**config.mk**
```make
export PLATFORM = sky130hd
export DESIGN_NAME = busGrantCtl
export DESIGN_NICKNAME = d
export VERILOG_FILES = /design/src/rtl/busArbPkg.sv /design/src/rtl/busReqSync.sv /design/src/rtl/busArbCtrl.sv /design/src/rtl/busArbDp.sv /design/src/rtl/busGrantCtl.sv
export SDC_FILE = /design/constraint.sdc
export NUM_CORES = 1
export LEC_CHECK = 0
export BUFFER_PORTS_ARGS = -buffer_cell sky130_fd_sc_hd__buf_2
export CORE_AREA = 2 2 39 41
export DETAILED_ROUTE_END_ITERATION = 8
export DIE_AREA = 0 0 41 43
export GPL_ROUTABILITY_DRIVEN = 1
export PLACE_DENSITY_LB_ADDON = 0.25
export SYNTH_ARGS = -nofsm -noshare
export SYNTH_HDL_FRONTEND = slang
export SYNTH_SLANG_ARGS = --single-unit
```
**constraint.sdc**
```tcl
create_clock -name clk -period 2.12 [get_ports clk]
set_input_delay 0.212 -clock clk [delete_from_list [all_inputs] [get_ports clk]]
set_output_delay 0.212 -clock clk [all_outputs]
set_load 0.03 [all_outputs]
```
**src/rtl/busArbPkg.sv**
```systemverilog
package busArbPkg;
  // strobes from control to the grant/enable registers
  typedef struct packed {
    logic grantSet;
    logic grantClr;
  } arbStrobeT;
endpackage

```
**src/rtl/busReqSync.sv**
```systemverilog
module busReqSync #(
  parameter int STAGES = 2
) (
  input  logic clk,
  input  logic rstN,
  input  logic reqPinN,
  output logic reqActive
);
  localparam int LAST = STAGES - 1;

  logic [STAGES-1:0] chainQ;

  // first stage samples the pin, later stages follow the previous one
  always_ff @(posedge clk or negedge rstN) begin
    if (!rstN) chainQ[0] <= 1'b1;
    else       chainQ[0] <= reqPinN;
  end

  for (genvar s = 1; s < STAGES; s++) begin : g_stage
    always_ff @(posedge clk or negedge rstN) begin
      if (!rstN) chainQ[s] <= 1'b1;
      else       chainQ[s] <= chainQ[s-1];
    end
  end

  assign reqActive = ~chainQ[LAST];
endmodule

```
**src/rtl/busArbCtrl.sv**
```systemverilog
module busArbCtrl
  import busArbPkg::*;
(
  input  logic      clk,
  input  logic      rstN,
  input  logic      reqActive,
  input  logic      grantQ,
  input  logic      coreRstN,
  input  logic      goMode,
  input  logic      accBusy,
  input  logic      accNeed,
  output arbStrobeT strobe,
  output logic      coreStall,
  output logic      busHung
);
  logic busyEff;
  logic needEff;

  // a core held in reset performs no external access
  assign busyEff = accBusy & coreRstN;
  assign needEff = accNeed & coreRstN;

  always_comb begin
    strobe          = '0;
    strobe.grantSet = !grantQ && reqActive && !busyEff;
    strobe.grantClr = grantQ && !reqActive;
  end

  assign coreStall = grantQ && (!goMode || needEff);
  assign busHung   = grantQ && needEff;

  AST_NO_GRANT_DURING_ACCESS: assert property (@(posedge clk) disable iff (!rstN)
    (!grantQ && busyEff) |=> !grantQ);
  AST_NO_GRANT_WITHOUT_REQ: assert property (@(posedge clk) disable iff (!rstN)
    (!grantQ && !reqActive) |=> !grantQ);
  AST_RELEASE_ON_DROP: assert property (@(posedge clk) disable iff (!rstN)
    (grantQ && !reqActive) |=> !grantQ);
  AST_HALT_WITHOUT_GO: assert property (@(posedge clk) disable iff (!rstN)
    (grantQ && !goMode) |-> coreStall);
  AST_STALL_NEEDS_GRANT: assert property (@(posedge clk) disable iff (!rstN)
    coreStall |-> grantQ);
  AST_HUNG_QUALIFIED: assert property (@(posedge clk) disable iff (!rstN)
    busHung |-> (grantQ && accNeed && coreRstN));
endmodule

```
**src/rtl/busArbDp.sv**
```systemverilog
module busArbDp
  import busArbPkg::*;
(
  input  logic      clk,
  input  logic      rstN,
  input  arbStrobeT strobe,
  output logic      grantQ,
  output logic      oeQ
);
  always_ff @(posedge clk or negedge rstN) begin
    if (!rstN)                grantQ <= 1'b0;
    else if (strobe.grantSet) grantQ <= 1'b1;
    else if (strobe.grantClr) grantQ <= 1'b0;
  end

  // separate enable flop, updated by the same strobes
  always_ff @(posedge clk or negedge rstN) begin
    if (!rstN)                oeQ <= 1'b1;
    else if (strobe.grantSet) oeQ <= 1'b0;
    else if (strobe.grantClr) oeQ <= 1'b1;
  end
endmodule

```
**src/rtl/busGrantCtl.sv**
```systemverilog
module busGrantCtl
  import busArbPkg::*;
#(
  parameter int SYNC_STAGES = 2
) (
  input  logic clk,
  input  logic rstN,
  input  logic coreRstN,
  input  logic busReqN,
  input  logic goMode,
  input  logic accBusy,
  input  logic accNeed,
  output logic busGrantN,
  output logic busOe,
  output logic coreStall,
  output logic busHung
);
  logic      reqActive;
  logic      grantQ;
  logic      oeQ;
  arbStrobeT strobe;

  busReqSync #(.STAGES(SYNC_STAGES)) i_sync (
    .clk       (clk),
    .rstN      (rstN),
    .reqPinN   (busReqN),
    .reqActive (reqActive)
  );

  busArbCtrl i_ctrl (
    .clk       (clk),
    .rstN      (rstN),
    .reqActive (reqActive),
    .grantQ    (grantQ),
    .coreRstN  (coreRstN),
    .goMode    (goMode),
    .accBusy   (accBusy),
    .accNeed   (accNeed),
    .strobe    (strobe),
    .coreStall (coreStall),
    .busHung   (busHung)
  );

  busArbDp i_dp (
    .clk    (clk),
    .rstN   (rstN),
    .strobe (strobe),
    .grantQ (grantQ),
    .oeQ    (oeQ)
  );

  assign busGrantN = ~grantQ;
  assign busOe     = oeQ;

  AST_OE_FOLLOWS_GRANT: assert property (@(posedge clk) disable iff (!rstN)
    busOe == busGrantN);
endmodule

```
==> metrics, run 1 <==
crit-path max cell delay=0.36 ns; DR vias=149; Leakage=0.120 nW; RePlAce Congestion=0.525; Die W=41 um; count of cell types in the netlist=8; Vias/cell=3.47; cell at the root of the clock tree=clkbuf_4; Worst-path clk slew=0.04 ns; number of I/O port buffers=10; Die Span Y=43 um; PostCTS Resize Cnt=0; worst vdd ir=0.253 mV; post-synthesis cell area=143 um^2; critical path cell sequence=inv_1 > a21oi_1 > buf_2; Post-Syn Instances=12; Avg Synthesized Cell Area=11.9 um^2; FF-to-FF path depth=2; Synth Warn #=0; Int Pwr=0.170 mW; Slew @ Worst Pin=0.203 ns; Core ar.=1380 um^2; Pins Over Slew Limit=0; largest net degree at the start of global routing=5; hold depth=1; count of state elements after synthesis=4; Setup TNS Final=0 ns; critical path type=flop to output port; clk_lat worst skew=0.24 ns; Post-DP Area=213 um^2; f_max=0.823 GHz; sum of buffers and inverters on the critical path=2; crit-path max FO=4; clock buffer depth=2; status=finished, final reports clean; RSZ-0062 raised after global routing=no; Seq pwr share=0.390; critical path capture point type=output port; NetSw=0.0609 mW; final setup violation count=0; drt initial violations=1; vias in the first global route=147; worst hold path class=input pin to flop; Post-Route Skew=0.00595 ns; CP Depth=3; R2R Setup Slk=1.35 ns; Seq/Total Area, Yosys=0.728; final instance area=249 um^2; Startpoint Class=flop; Die Footprint=1760 um^2; Post-DRT Antenna Nets=0; Data required, critical path=1.91 ns; switching power share of the total=0.264; Worst Hold Endpoint=i_sync.chainQ[0]$_DFF_PN1_; Overall Power=0.231 mW; hold_sp=busReqN; post-route minimum period=1.21 ns; power share of the clock group=0.457; Synthesized Nets=19; Top Ports=11; PwrDens=927 nW/um^2; CP max stage cell=dfrtp_1; MaxCap Viol Count=0; postcts setup bufs=0; Antenna diodes=0; global-route wire length before repair=538 um; Area Growth Syn to Fin=74.6%; hold buffer count at cts=1; power share of the combinational group=0.153; antenna violations before repair=0; final hold violation count=0; starting density of the core=0.103; reg2reg end=i_dp.oeQ$_DFFE_PN1P_; DRC violations left=0; period utilization=0.573; most frequent cells in the layout=buf_2 (10), clkbuf_4 (3), dfstp_2 (3), a21oi_1 (2), nor2_1 (2); # H-tree levels=1; crit-path leading delay family=flip-flops; drt wl/cell=8.51 um; fill count=152; Pre-antenna DRT Iters=2; clock tree sinks=4; TritonCTS Buffers=3; FF-to-FF Start=i_sync.chainQ[1]$_DFF_PN1_; relative slew slack=0.864; leading cell type in the layout, fill and taps excluded=buf_2; cell row count=14; GRT overflow=0; WL final=366 um; GRT Util Overall=0.0585; layout cells sized above 1=0.593; CTS tree=built; final core area utilization=0.180; CP arrival=1.00 ns; nets=35
## how the worst max path moves through the flow
stage	from	slack, ns	end
after global routing	i_dp.grantQ$_DFFE_PN0P_	0.80	coreStall
after global placement	i_dp.grantQ$_DFFE_PN0P_	1.19	coreStall
after floorplan	i_dp.grantQ$_DFFE_PN0P_	0.87	coreStall
after detailed placement	i_dp.grantQ$_DFFE_PN0P_	1.15	coreStall
after CTS	i_dp.grantQ$_DFFE_PN0P_	0.88	coreStall
final	i_dp.grantQ$_DFFE_PN0P_	0.91	coreStall
## power groups by stage
| stage | combinational (mW) | sequential [mW] | clock [mW] |
|---|---|---|---|
| after floorplan | 0.0137 | 0.0964 | 0 |
| after global placement | 0.0334 | 0.0899 | 0 |
| after detailed placement | 0.0343 | 0.0905 | 0 |
| after CTS | 0.0360 | 0.0899 | 0.112 |
| after global routing | 0.0399 | 0.0904 | 0.123 |
| final | 0.0354 | 0.0899 | 0.105 |
## worst reg2reg max path: cells and delay by family (launching register included)
family / cells / cell delay, ns
DFF: 1 / 0.53
and+or+nand+nor: 1 / 0.12
AOI/OAI and AO/OA: 1 / 0.06
## cells in the mapped netlist
cell | number | area share
inv_1 | 1 | 0.026
dfrtp_1 | 1 | 0.18
a31oi_1 | 1 | 0.044
dfstp_2 | 3 | 0.55
nand2_1 | 1 | 0.026
a211oi_1 | 1 | 0.053
nor2_1 | 2 | 0.053
a21oi_1 | 2 | 0.070
## state kept, by name, summed over array words and instances (netlist names)
register	cells
i_sync.chainQ	2
i_dp.grantQ	1
i_dp.oeQ	1
## cell families after synthesis
logic type | after synthesis | share of synthesized area
flip-flops | 4 | 0.728
AND/OR/NAND/NOR | 3 | 0.0789
AO/OA/AOI/OAI | 4 | 0.167
buffers and inverters | 1 | 0.0263
## per-stage QoR
| step | cells | setup WS (ns) | hold WS, ns |
|---|---|---|---|
| after global routing | 43 | 0.803 | 0.0593 |
| final | 43 | 0.905 | 0.0776 |
| after detailed placement | 38 | 1.15 | 0.0199 |
| after global placement | 38 | 1.19 | 0.0166 |
| after CTS | 43 | 0.884 | 0.0669 |
| after floorplan | 12 | 0.873 | -0.0836 |
## area by class of cell
type                       count  area (um^2)  area share
multi-input combinational      7         35.0       0.141
tap                           16         20.0      0.0804
timing repair buffer          11         60.1       0.241
sequential                     4          104       0.417
inverter                       1         3.75      0.0151
clock buffer                   4         26.3       0.106
## metal layers
layer  GRT usage  share of wire
met5           0              0
met4      0.0600          0.016
met3      0.0785           0.16
met2      0.0719           0.42
met1      0.0358           0.41
Power figures use the tool's default switching activity.
==> run 2: changes to the inputs <==
Clock period 2.12 ns to 1 ns, I/O delays scaled along.
==> metrics, run 2 (synthesis results as in run 1) <==
final hold violation count=0 (unchanged); Pins Over Slew Limit=0 (unchanged); cell row count=14 (unchanged); status=finished, violations left (was finished, final reports clean); DRC violations left=0 (unchanged); clock buffer depth=2 (unchanged); nets=37 (was 35); crit-path max cell delay=0.35 ns (was 0.36 ns); Top Ports=11 (unchanged); Die Footprint=1760 um^2 (unchanged); TritonCTS Buffers=3 (unchanged); critical path type=flop to output port (unchanged); Post-DP Area=219 um^2 (was 213 um^2); CP arrival=0.91 ns (was 1.00 ns); CP Depth=3 (unchanged); most frequent cells in the layout=buf_2 (6), clkbuf_4 (3), dfstp_2 (3), buf_6 (3) (was buf_2 (10), clkbuf_4 (3), dfstp_2 (3), a21oi_1 (2), nor2_1 (2)); starting density of the core=0.103 (unchanged); relative slew slack=0.850 (was 0.864); critical path capture point type=output port (unchanged); period utilization=1.01; post-route minimum period=1.01 ns; Core ar.=1380 um^2 (unchanged); worst setup path startpoint=i_dp.grantQ$_DFFE_PN0P_ (unchanged); global-route wire length before repair=648 um (was 538 um); Vias/cell=3.56 (was 3.47); final instance area=294 um^2 (was 249 um^2); critical path cell sequence=inv_2 > a21oi_2 > buf_6 (was inv_1 > a21oi_1 > buf_2); crit-path leading delay family=flip-flops (unchanged); CP max stage cell=dfrtp_1 (unchanged); MaxCap Viol Count=0 (unchanged); Worst Setup EP=coreStall (unchanged); drt wl/cell=8.47 um (was 8.51 um); # H-tree levels=1 (unchanged); Leakage=0.133 nW (was 0.120 nW); Largest regs=i_sync.chainQ: 2 flops, i_dp.grantQ: 1 flops, i_dp.oeQ: 1 flops (unchanged); f_max=0.991 GHz; largest net degree at the start of global routing=5 (unchanged); max reg flops=2 (unchanged); GRT Util Overall=0.0585 (about the same); vias in the first global route=174 (was 147); Die Span Y=43 um (unchanged); Data required, critical path=0.90 ns (was 1.91 ns); DR vias=160 (was 149); clock tree sinks=4 (unchanged); cell at the root of the clock tree=clkbuf_4 (unchanged); RSZ-0062 raised after global routing=yes (was no); sum of buffers and inverters on the critical path=2 (unchanged); Pre-antenna DRT Iters=2 (unchanged); final setup violation count=1 (was 0); Area Growth Syn to Fin=106% (was 74.6%); Worst-path clk slew=0.05 ns (was 0.04 ns); R2R Setup Slk=0.09 ns (was 1.35 ns); reg2reg end=i_dp.oeQ$_DFFE_PN1P_ (unchanged); Slew @ Worst Pin=0.224 ns (was 0.203 ns); Die W=41 um (unchanged); Post-DRT Antenna Nets=0 (unchanged); CTS tree=built (unchanged); RePlAce Congestion=0.520 (was 0.525); Startpoint Class=flop (unchanged); WL final=381 um (was 366 um); leading cell type in the layout, fill and taps excluded=buf_2 (unchanged); Antenna diodes=0 (unchanged); antenna violations before repair=0 (unchanged); number of I/O port buffers=10 (unchanged); FF-to-FF Start=i_dp.grantQ$_DFFE_PN0P_ (was i_sync.chainQ[1]$_DFF_PN1_); crit-path max FO=4 (unchanged); Setup TNS Final=-0.00895 ns (was 0 ns); clk_lat worst skew=0.24 ns (about the same); register with the most flip-flops=i_sync.chainQ (unchanged); worst vdd ir=0.737 mV (was 0.253 mV); FF-to-FF path depth=3 (was 2); layout cells sized above 1=0.690 (was 0.593); Post-Route Skew=0.00886 ns (was 0.00595 ns); GRT overflow=0 (unchanged); worst hold path class=input pin to flop (unchanged); drt initial violations=2 (was 1); failing checks=setup timing; setup ws final=-0.00895 ns (was 0.905 ns); PwrDens=1770 nW/um^2 (was 927 nW/um^2)
[run 2: through the flow]
stage / std cells / hold WS (ns) / setup WS (ns) / util / power [mW]
floorplan: 12 / -0.196 / 0.0349 / - / 0.236
global placement: 38 / -0.0961 / 0.186 / 0.158 / 0.265
detailed placement: 38 / -0.0909 / 0.160 / 0.158 / 0.267
CTS: 45 / 0.0554 / -0.0306 / 0.212 / 0.534
global route: 45 / 0.0804 / -0.0847 / 0.212 / 0.562
finish: 45 / 0.0689 / -0.00895 / 0.212 / 0.520
[run 2: area by class of cell]
class	instances	area (um^2)
tap	16	20.0
timing repair buffer	13	98.8
multi-input combinational	7	41.3
inverter	1	3.75
clock buffer	4	26.3
sequential	4	104
fill	153	1090
[run 2: report_power, final]
part	internal [mW]	switching, mW
clock network	0.150	0.0773
registers	0.183	0.00841
logic	0.0474	0.0531
total	0.381	0.139
[run 2: how the worst min path moves through the flow]
stage | startpoint | endpoint | slack (ns) | cells past startpoint
4_1_cts | accBusy | i_dp.grantQ$_DFFE_PN0P_ | 0.06 | 2
5_1_grt | accBusy | i_dp.grantQ$_DFFE_PN0P_ | 0.08 | 2
2_1_floorplan | rstN | i_dp.grantQ$_DFFE_PN0P_ | -0.20 | 0
6_report | accBusy | i_dp.grantQ$_DFFE_PN0P_ | 0.07 | 2
3_5_place_dp | rstN | i_dp.grantQ$_DFFE_PN0P_ | -0.09 | 1
3_3_place_gp | rstN | i_dp.grantQ$_DFFE_PN0P_ | -0.1 | 1
[run 2: routing by layer]
layer | track usage | up-vias | share of wire
li1 | - | 75 | -
met1 | 0.0556 | 71 | 0.42
met2 | 0.0813 | 14 | 0.40
met3 | 0.0628 | 0 | 0.18
met4 | 0.0200 | 0 | 0
met5 | 0 | - | 0
[run 2: repair_timing]
item                                   4_1_cts  5_1_grt
setup endpoints to repair                    4        4
buffers inserted                             1        0
gates resized for setup                      8        0
endpoints found under the hold margin        5        0
hold buffers                                 2        0
pin swaps                                    1        0
